==> config.mk <==
export PLATFORM = sky130hd
export DESIGN_NAME = rule_row
export DESIGN_NICKNAME = d
export VERILOG_FILES = /design/src/rtl/rule_row.sv
export SDC_FILE = /design/constraint.sdc
export NUM_CORES = 1
export LEC_CHECK = 0
export ABC_AREA = 1
export BUFFER_PORTS_ARGS = -buffer_cell sky130_fd_sc_hd__buf_2
export CORE_MARGIN = 1.5
export CORE_UTILIZATION = 58
export CTS_BUF_LIST = sky130_fd_sc_hd__clkbuf_4
export CTS_CLUSTER_DIAMETER = 100
export DETAILED_ROUTE_END_ITERATION = 10
export PLACE_DENSITY_LB_ADDON = 0.12
export SETUP_SLACK_MARGIN = 0.3
export SLEW_MARGIN = 20
export SYNTH_ARGS = -nofsm -noshare
export SYNTH_HDL_FRONTEND = slang
export SYNTH_SLANG_ARGS = --single-unit
==> constraint.sdc <==
create_clock -name clk -period 2.5 [get_ports clk]
set_input_delay 0.125 -clock clk [delete_from_list [all_inputs] [get_ports clk]]
set_output_delay 0.125 -clock clk [all_outputs]
set_load 0.05 [all_outputs]
==> src/rtl/rule_row.sv <==
module rule_row #(
  parameter int N_UNITS = 6,
  parameter int PIX_W   = 8,
  parameter int NUM_PIX = 64,
  localparam int ADDR_W = $clog2(NUM_PIX),
  localparam int CFG_W  = ADDR_W + 1 + PIX_W,
  localparam int UW     = (N_UNITS > 1) ? $clog2(N_UNITS) : 1
) (
  input  logic              clk,
  input  logic              rst_n,
  input  logic              cfg_we,
  input  logic [UW-1:0]     cfg_unit,
  input  logic [CFG_W-1:0]  cfg_data,
  input  logic              frame_start,
  input  logic              pix_valid,
  input  logic [PIX_W-1:0]  pix_data,
  output logic              row_match,
  output logic              row_done
);

  logic [ADDR_W-1:0]  idx;
  logic               armed;
  logic [N_UNITS-1:0] unit_ok;

  wire take  = armed & pix_valid & ~frame_start;
  wire last  = take & (idx == ADDR_W'(NUM_PIX - 1));
  wire wr_ok = cfg_we & ({1'b0, cfg_unit} < (UW+1)'(N_UNITS));

  for (genvar g = 0; g < N_UNITS; g++) begin : g_unit
    logic [CFG_W-1:0] staged, working;
    logic [PIX_W-1:0] held;

    wire [ADDR_W-1:0] sel   = working[CFG_W-1 -: ADDR_W];
    wire              below = working[PIX_W];
    wire [PIX_W-1:0]  thr   = working[PIX_W-1:0];
    wire              hit   = take & (idx == sel);
    wire [PIX_W-1:0]  val   = hit ? pix_data : held;

    assign unit_ok[g] = below ? (val < thr) : (val > thr);

    always_ff @(posedge clk) begin
      if (!rst_n) begin
        staged  <= '0;
        working <= '0;
        held    <= '0;
      end else begin
        if (wr_ok && cfg_unit == UW'(g)) staged <= cfg_data;
        if (frame_start) working <= staged;
        if (hit) held <= pix_data;
      end
    end
  end

  always_ff @(posedge clk) begin
    if (!rst_n) begin
      armed     <= 1'b0;
      idx       <= '0;
      row_match <= 1'b0;
      row_done  <= 1'b0;
    end else if (frame_start) begin
      armed     <= 1'b1;
      idx       <= '0;
      row_match <= 1'b0;
      row_done  <= 1'b0;
    end else begin
      row_done <= last;
      if (last) begin
        armed     <= 1'b0;
        row_match <= &unit_ok;
      end else if (take) begin
        idx <= idx + 1'b1;
      end
    end
  end

  assert_done_one_cycle_R7: assert property (@(posedge clk) disable iff (!rst_n)
    row_done |=> !row_done);

  assert_done_after_last_R7: assert property (@(posedge clk) disable iff (!rst_n)
    row_done |-> $past(armed && pix_valid && !frame_start && idx == ADDR_W'(NUM_PIX - 1)));

  assert_match_rises_with_done_R5: assert property (@(posedge clk) disable iff (!rst_n)
    $rose(row_match) |-> row_done);

  assert_match_held_R7: assert property (@(posedge clk) disable iff (!rst_n)
    (!row_done && !$past(frame_start)) |-> $stable(row_match));

  assert_start_clears_R9: assert property (@(posedge clk) disable iff (!rst_n)
    frame_start |=> (!row_match && !row_done));

endmodule

==> out/summary.txt, run 1 <==
via count: 8899
Static Leak: 5.81 nW
DR iter-0 viols: 556
switch share: 26.1%
Adder-Cell Fraction of Synth Area: 5.94%
fraction of layout cells with a size suffix above 1: 18.0%
hold_ws: 0.0859 ns
Compound-Gate Fraction of Synth Area: 16.4%
Area growth syn-to-layout: 17.9%
routed len/inst: 15.0 um
Setup violations, final: 1
Layout Nets: 1551
Initial DRT Pass Iterations: 5
Setup CP Type: reg -> reg
worst min path class: in -> reg
failing checks: setup timing
crit path cell chain: buf_6, xor2_1, nor4_1, nand2_1, buf_4, inv_6, nand2_1, nand2_1, ha_1, a21o_1, nor2_1, nand2_2, nand2_1, nand3_2, nor2_2, nand3_2, a21oi_2
clk_lat worst skew: 0.68 ns
DRC: 0
CTS max path bufs: 3
Clock Skew: 0.0238 ns
crit path DAT: 3.34 ns
Slew @ Worst Pin: 0.822 ns
largest net degree at the start of global routing: 95
DRT Wirelength: 25.9 mm
Filler Cells Inserted: 1478
Avg Inst Size Synth: 7.61 um^2
post-synthesis register bit count: 237
via-per-instance ratio: 5.14
fin worst setup slack: -0.239 ns
clk slew on worst S/H paths: 0.07 ns
Peak VDD IR: 0.428 mV
Flop pwr share: 48.8%
routability cong.: 0.861
site row count: 48
Most common cell on crit path: nand2_1
EDFF count, synth: 0
Synth Area in XOR/XNOR: 3.06%
Rel. slew slack: 45.0%
Initial Util: 59.4%
core area: 17400 um^2
Yosys cell types: 37
Syn Std Cell Area: 10300 um^2
simple-gate share of the synthesized area: 20.0%
prevailing post-synth register cell: dfxtp_1
critical path's slowest cell: dfxtp_4
die boundary height: 136 um
initial antenna violation count: 1
Final Hold Viols: 0
vias in the first global route: 8164
outcome: finished, violations left
RSZ-0062 raised after global routing: yes
DIE AREA: 18600 um^2
first-pass GRT wire length: 40.9 mm
Psw: 2.14 mW
cell area power density: 672 nW/um^2
number of warning messages in the yosys log: 0
PortBufs: 32
largest family of logic cells by synthesized area: simple AND/OR/NAND/NOR gates
width of the die: 136 um
Synth Net Count: 1436
final number of max-transition violations: 0
synth top area cells: dfxtp_1, nor2_1, o21ai_0, ha_1, inv_1
fin crit period: 2.74 ns
cell taking the most area after synthesis: dfxtp_1
Max-Cap Viols: 0
Final ANT Viol Nets: 0
global-route usage over all layers: 28.4%
fin area: 12200 um^2
CTS Root Cell: clkbuf_4
Place WS: -0.343 ns
period utilisation layout: 110%
async set-reset flop share out of synthesis: 0%
combinational fraction of design power: 11.9%
maximum clock frequency: 365 MHz
Pint: 6.03 mW
post-synthesis sequential area ratio: 46.0%
CTS H-Tree Depth: 2
share of the synthesized area in the top cell type: 46.0%
Max stage delay on crit path: 0.36 ns
Startpoint Class: register
CTS tree: built
total clock sinks: 237
CTS buffer count: 59
post-DP HPWL: 16.2 mm
CP Data Required Time: 3.10 ns
multiplexer share of the synthesized area: 0.0970%
Clock power frac: 39.3%
boundary pin count: 33
placed inst area: 10900 um^2
element type at the critical path end: register
Crit Path Max Fanout: 8
grt total ovfl: 0
Mapped Cells: 1356
-- per-stage QoR --
stage / power (mW) / utilization (%) / setup TNS [ns] / cells
after floorplan: 4.66 / - / 0 / 1356
after global placement: 4.94 / 63.1 / -0.303 / 1604
after detailed placement: 4.96 / 63.1 / -0.343 / 1604
after CTS: 8.21 / 69.2 / -0.211 / 1729
after global routing: 8.58 / 70.1 / -0.425 / 1733
final: 8.17 / 70.1 / -0.239 / 1733
-- layer usage --
layer / global-route usage, % / vias up / routed length, um
met2: 48.3 / 232 / 12200
met1: 36.8 / 4031 / 11700
met5: 0 / - / 0
li1: - / 4592 / -
met3: 5.07 / 44 / 1540
met4: 8.45 / 0 / 464
-- registers in the layout, indices dropped and copies added, names as in the netlist --
| signal | flops |
|---|---|
| g_unit.working | 90 |
| armed | 1 |
| idx | 6 |
| row_match | 1 |
| g_unit.held | 48 |
| g_unit.staged | 90 |
| row_done | 1 |
-- area by class of cell --
| class | count | area (um^2) | share of cell area, % |
|---|---|---|---|
| tap | 225 | 282 | 2.32 |
| timing repair buffer | 123 | 1000 | 8.22 |
| inverter | 149 | 569 | 4.68 |
| clock buffer | 85 | 638 | 5.25 |
| multi-input combinational | 901 | 4810 | 39.6 |
| sequential | 237 | 4760 | 39.1 |
| clock inverter | 12 | 98.8 | 0.813 |
| antenna | 1 | 2.50 | 0.0206 |
-- power groups by stage --
stage               logic, mW  registers (mW)  clock network (mW)
floorplan               0.598            4.06                   0
global placement        0.872            4.07                   0
detailed placement      0.888            4.08                   0
CTS                     0.936            3.99                3.29
global route             1.10            4.00                3.48
finish                  0.969            3.99                3.21
-- placed cells by master (no fill, tap or decap), types with 15 or more instances in the layout --
| master | n |
|---|---|
| a21oi_1 | 83 |
| buf_2 | 31 |
| buf_4 | 57 |
| clkbuf_4 | 85 |
| dfxtp_1 | 231 |
| dlygate4sd3_1 | 24 |
| ha_1 | 48 |
| inv_1 | 146 |
| nand2_1 | 114 |
| nand2_2 | 16 |
| nor2_1 | 319 |
| nor2_2 | 15 |
| o21ai_0 | 182 |
| o21ai_2 | 28 |
| xnor2_1 | 15 |
| xor2_1 | 21 |
-- worst max-delay path: cells and delay by family (launching register included) --
kind	cells	cell delay, ns
AO/OA/AOI/OAI	2	0.31
XOR/XNOR	1	0.17
adder cells (fa/ha/maj)	1	0.24
buffers and inverters	3	0.41
flip-flops	1	0.36
AND/OR/NAND/NOR	10	1.17
-- worst paths after layout --
check / slack (ns) / cells after the start / endpoint / from
setup / recovery: -0.24 / 17 / row_match / idx[5]
hold / removal: 0.09 / 5 / g_unit[3].staged[3] / cfg_unit[0]
setup reg to reg: -0.24 / 17 / row_match / idx[5]
hold reg to reg: 0.47 / 2 / g_unit[4].working[7] / g_unit[4].working[7]
-- cells by family (layout without fill, tap and decap cells) --
| family | after synthesis | count (layout) |
|---|---|---|
| buf+inv | 218 | 369 |
| compound gates | 313 | 313 |
| flops | 237 | 237 |
| mux | 1 | 1 |
| other cells | 0 | 1 |
| fa+ha+maj | 49 | 49 |
| xor+xnor | 36 | 36 |
| simple gates | 502 | 502 |
-- cells in the mapped netlist (2+ instances only) --
cell type,n
nand3_1,11
a21o_1,4
nor2_1,324
nor3b_1,3
ha_1,49
buf_6,5
nor2_2,10
a211oi_1,7
nand4_2,3
o21ai_0,182
xor2_1,21
o21ai_2,22
buf_2,5
o21a_1,2
dfxtp_1,237
inv_1,147
nand4_1,8
xnor2_1,15
nand2_1,121
buf_1,2
o21ai_1,10
nand2_2,9
buf_4,3
clkbuf_1,54
nor4_2,4
a21oi_1,84
nor3_1,4
-- timing repair --
action | CTS | global route
pin swaps | 4 | 14
resized for setup | 19 | 28
buffers inserted | 4 | 2
endpoints found under the setup margin | 1 | 1
hold endpoints to repair | 146 | 0
hold buffers | 24 | 0
cloned | 0 | 1
Note: power is estimated with default switching activity, not from simulation.
==> inputs of run 2 (changes only) <==
Settings changed: SETUP_SLACK_MARGIN 0.3 to not set.
==> out/summary.txt, run 2 (synthesis results as in run 1) <==
outcome: finished, violations left
failing checks: setup timing
Initial DRT Pass Iterations: 7 (+2)
final number of max-transition violations: 0 (unchanged)
routability cong.: 0.835 (-3.0%)
element type at the critical path end: register
critical path's slowest cell: dfxtp_4
cell area power density: 696 nW/um^2 (+3.6%)
r2r startpoint: idx[2]
CTS Root Cell: clkbuf_4
Setup CP Type: reg -> reg
Setup violations, final: 1 (unchanged)
total clock sinks: 237 (unchanged)
clk_lat worst skew: 0.64 ns (-0.04 ns)
Max-Cap Viols: 0 (unchanged)
Peak VDD IR: 0.490 mV (+14%)
Rel. slew slack: 48.6% (+3.6 points)
Initial Util: 59.4% (unchanged)
FF-to-FF End: row_match
fin crit period: 2.75 ns (+0.0134 ns)
period utilisation layout: 110% (+0.53 points)
DIE AREA: 18600 um^2 (unchanged)
leading cell type in the layout, fill and taps excluded: nor2_1
Layout Nets: 1561 (+0.64%)
clk slew on worst S/H paths: 0.06 ns (about the same)
fin worst setup slack: -0.252 ns (-0.0134 ns)
PortBufs: 32 (unchanged)
CTS max path bufs: 3 (unchanged)
Area growth syn-to-layout: 20.0%
width of the die: 136 um (unchanged)
initial antenna violation count: 1 (unchanged)
maximum clock frequency: 363 MHz (-0.49%)
HP Start: cfg_unit[0]
reg2reg setup slack: -0.25 ns (about the same)
vias in the first global route: 8265 (+1.2%)
crit path cell chain: buf_6, buf_6, xor2_2, nor4_2, nand2_1, buf_6, nand2_1, nand2_1, ha_4, nand2_1, nor2_2, nand2_1, nand2_2, nand2_2, nand2_2, nand2_1, nor2_2, nand3_1, a21oi_1
CTS tree: built
boundary pin count: 33 (unchanged)
worst min path class: in -> reg
Crit Path Max Fanout: 8 (unchanged)
biggest regs: g_unit.staged x90, g_unit.working x90, g_unit.held x48
fraction of layout cells with a size suffix above 1: 19.9% (+1.8 points)
CTS buffer count: 66 (+12%)
grt total ovfl: 0 (unchanged)
Filler Cells Inserted: 1495 (+1.2%)
Most common cell on crit path: nand2_1
worst hold endpoint: g_unit[3].staged[7]
Max stage delay on crit path: 0.37 ns (about the same)
Slew @ Worst Pin: 0.771 ns (-0.0515 ns)
via-per-instance ratio: 5.16 (+0.48%)
CP Data Required Time: 3.05 ns (-0.05 ns)
worst reg2reg path depth: 19 (+2)
multi-input logic area: 4870 um^2 (+1.3%)
Hold Path Cell Cnt: 5 (unchanged)
core area: 17400 um^2 (unchanged)
Clock Skew: 0.0230 ns (-0.000798 ns)
RSZ-0062 raised after global routing: yes
Static Leak: 5.92 nW (+1.8%)
DRC: 0 (unchanged)
DR iter-0 viols: 571 (+2.7%)
WP buf/inv: 3 (unchanged)
Final Hold Viols: 0 (unchanged)
die boundary height: 136 um (unchanged)
Final ANT Viol Nets: 0 (unchanged)
Place WS: -0.349 ns (-0.00661 ns)
routed len/inst: 15.0 um (+0.30%)
first-pass GRT wire length: 41.4 mm (+1.4%)
global-route usage over all layers: 28.9% (+0.48 points)
DRT Wirelength: 26.3 mm (+1.5%)
Startpoint Class: register
critical path's top delay family: simple AND/OR/NAND/NOR gates
largest net degree at the start of global routing: 101 (+6.3%)
CTS H-Tree Depth: 3 (+1)
post-DP HPWL: 16.2 mm (-0.38%)
via count: 9050 (+1.7%)
final core occ: 71.3% (+1.3 points)
crit path DAT: 3.30 ns (-0.04 ns)
commonest non-fill, non-tap cells in the layout: nor2_1, dfxtp_1, o21ai_0, inv_1, nand2_1
area occupied by registers: 4750 um^2 (-0.13%)
site row count: 48 (unchanged)
-- run 2: area by class of cell --
type                       count  area share [%]
antenna                        1          0.0202
clock buffer                 104            6.31
clock inverter                11           0.768
inverter                     149            4.60
multi-input combinational    901            39.3
sequential                   237            38.4
tap                          225            2.27
timing repair buffer         126            8.29
-- run 2: per-stage QoR --
step	area (um^2)	total power, mW	hold slack, ns	cells	TNS [ns]
floorplan	10300	4.66	0.260	1356	0
global placement	10900	4.94	0.451	1604	-0.303
detailed placement	10900	4.95	0.455	1604	-0.349
CTS	12100	8.65	0.0950	1746	-0.230
global route	12400	9.05	0.132	1754	-0.443
finish	12400	8.62	0.120	1754	-0.252
-- run 2: how the worst max path moves through the flow --
| stage | slack, ns | to | start | depth (start not counted) |
|---|---|---|---|---|
| after floorplan | 0.007 | row_match | idx[2] | 16 |
| after global placement | -0.30 | row_match | idx[2] | 18 |
| after detailed placement | -0.35 | row_match | idx[2] | 18 |
| after CTS | -0.23 | row_match | idx[2] | 18 |
| after global routing | -0.44 | row_match | idx[2] | 21 |
| final | -0.25 | row_match | idx[2] | 19 |
-- run 2: worst min-delay path, delay by kind of cell --
kind          cells  cell delay (ns)
buf+inv           2             0.26
simple gates      3             0.32
-- run 2: timing repair --
action,CTS,global route
endpoints found under the setup margin,1,1
gates resized for setup,12,41
buffers inserted,3,6
endpoints found under the hold margin,144,0
cloned,0,1
hold buffers,24,0
pin swaps,2,17
-- run 2: power by group --
group / leakage [nW] / total (mW) / switching (mW) / internal, mW
combinational: 3.44 / 0.960 / 0.597 / 0.363
sequential: 1.94 / 3.99 / 0.0670 / 3.93
clock: 0.534 / 3.67 / 1.58 / 2.09
total: 5.92 / 8.62 / 2.24 / 6.38
-- run 2: routing by layer --
| layer | share of wire [%] | track usage, % | up-vias |
|---|---|---|---|
| met4 | 3.0 | 11.8 | 0 |
| li1 | - | - | 4614 |
| met1 | 45 | 37.1 | 4114 |
| met2 | 46 | 47.7 | 256 |
| met5 | 0 | 0 | - |
| met3 | 5.8 | 5.56 | 66 |
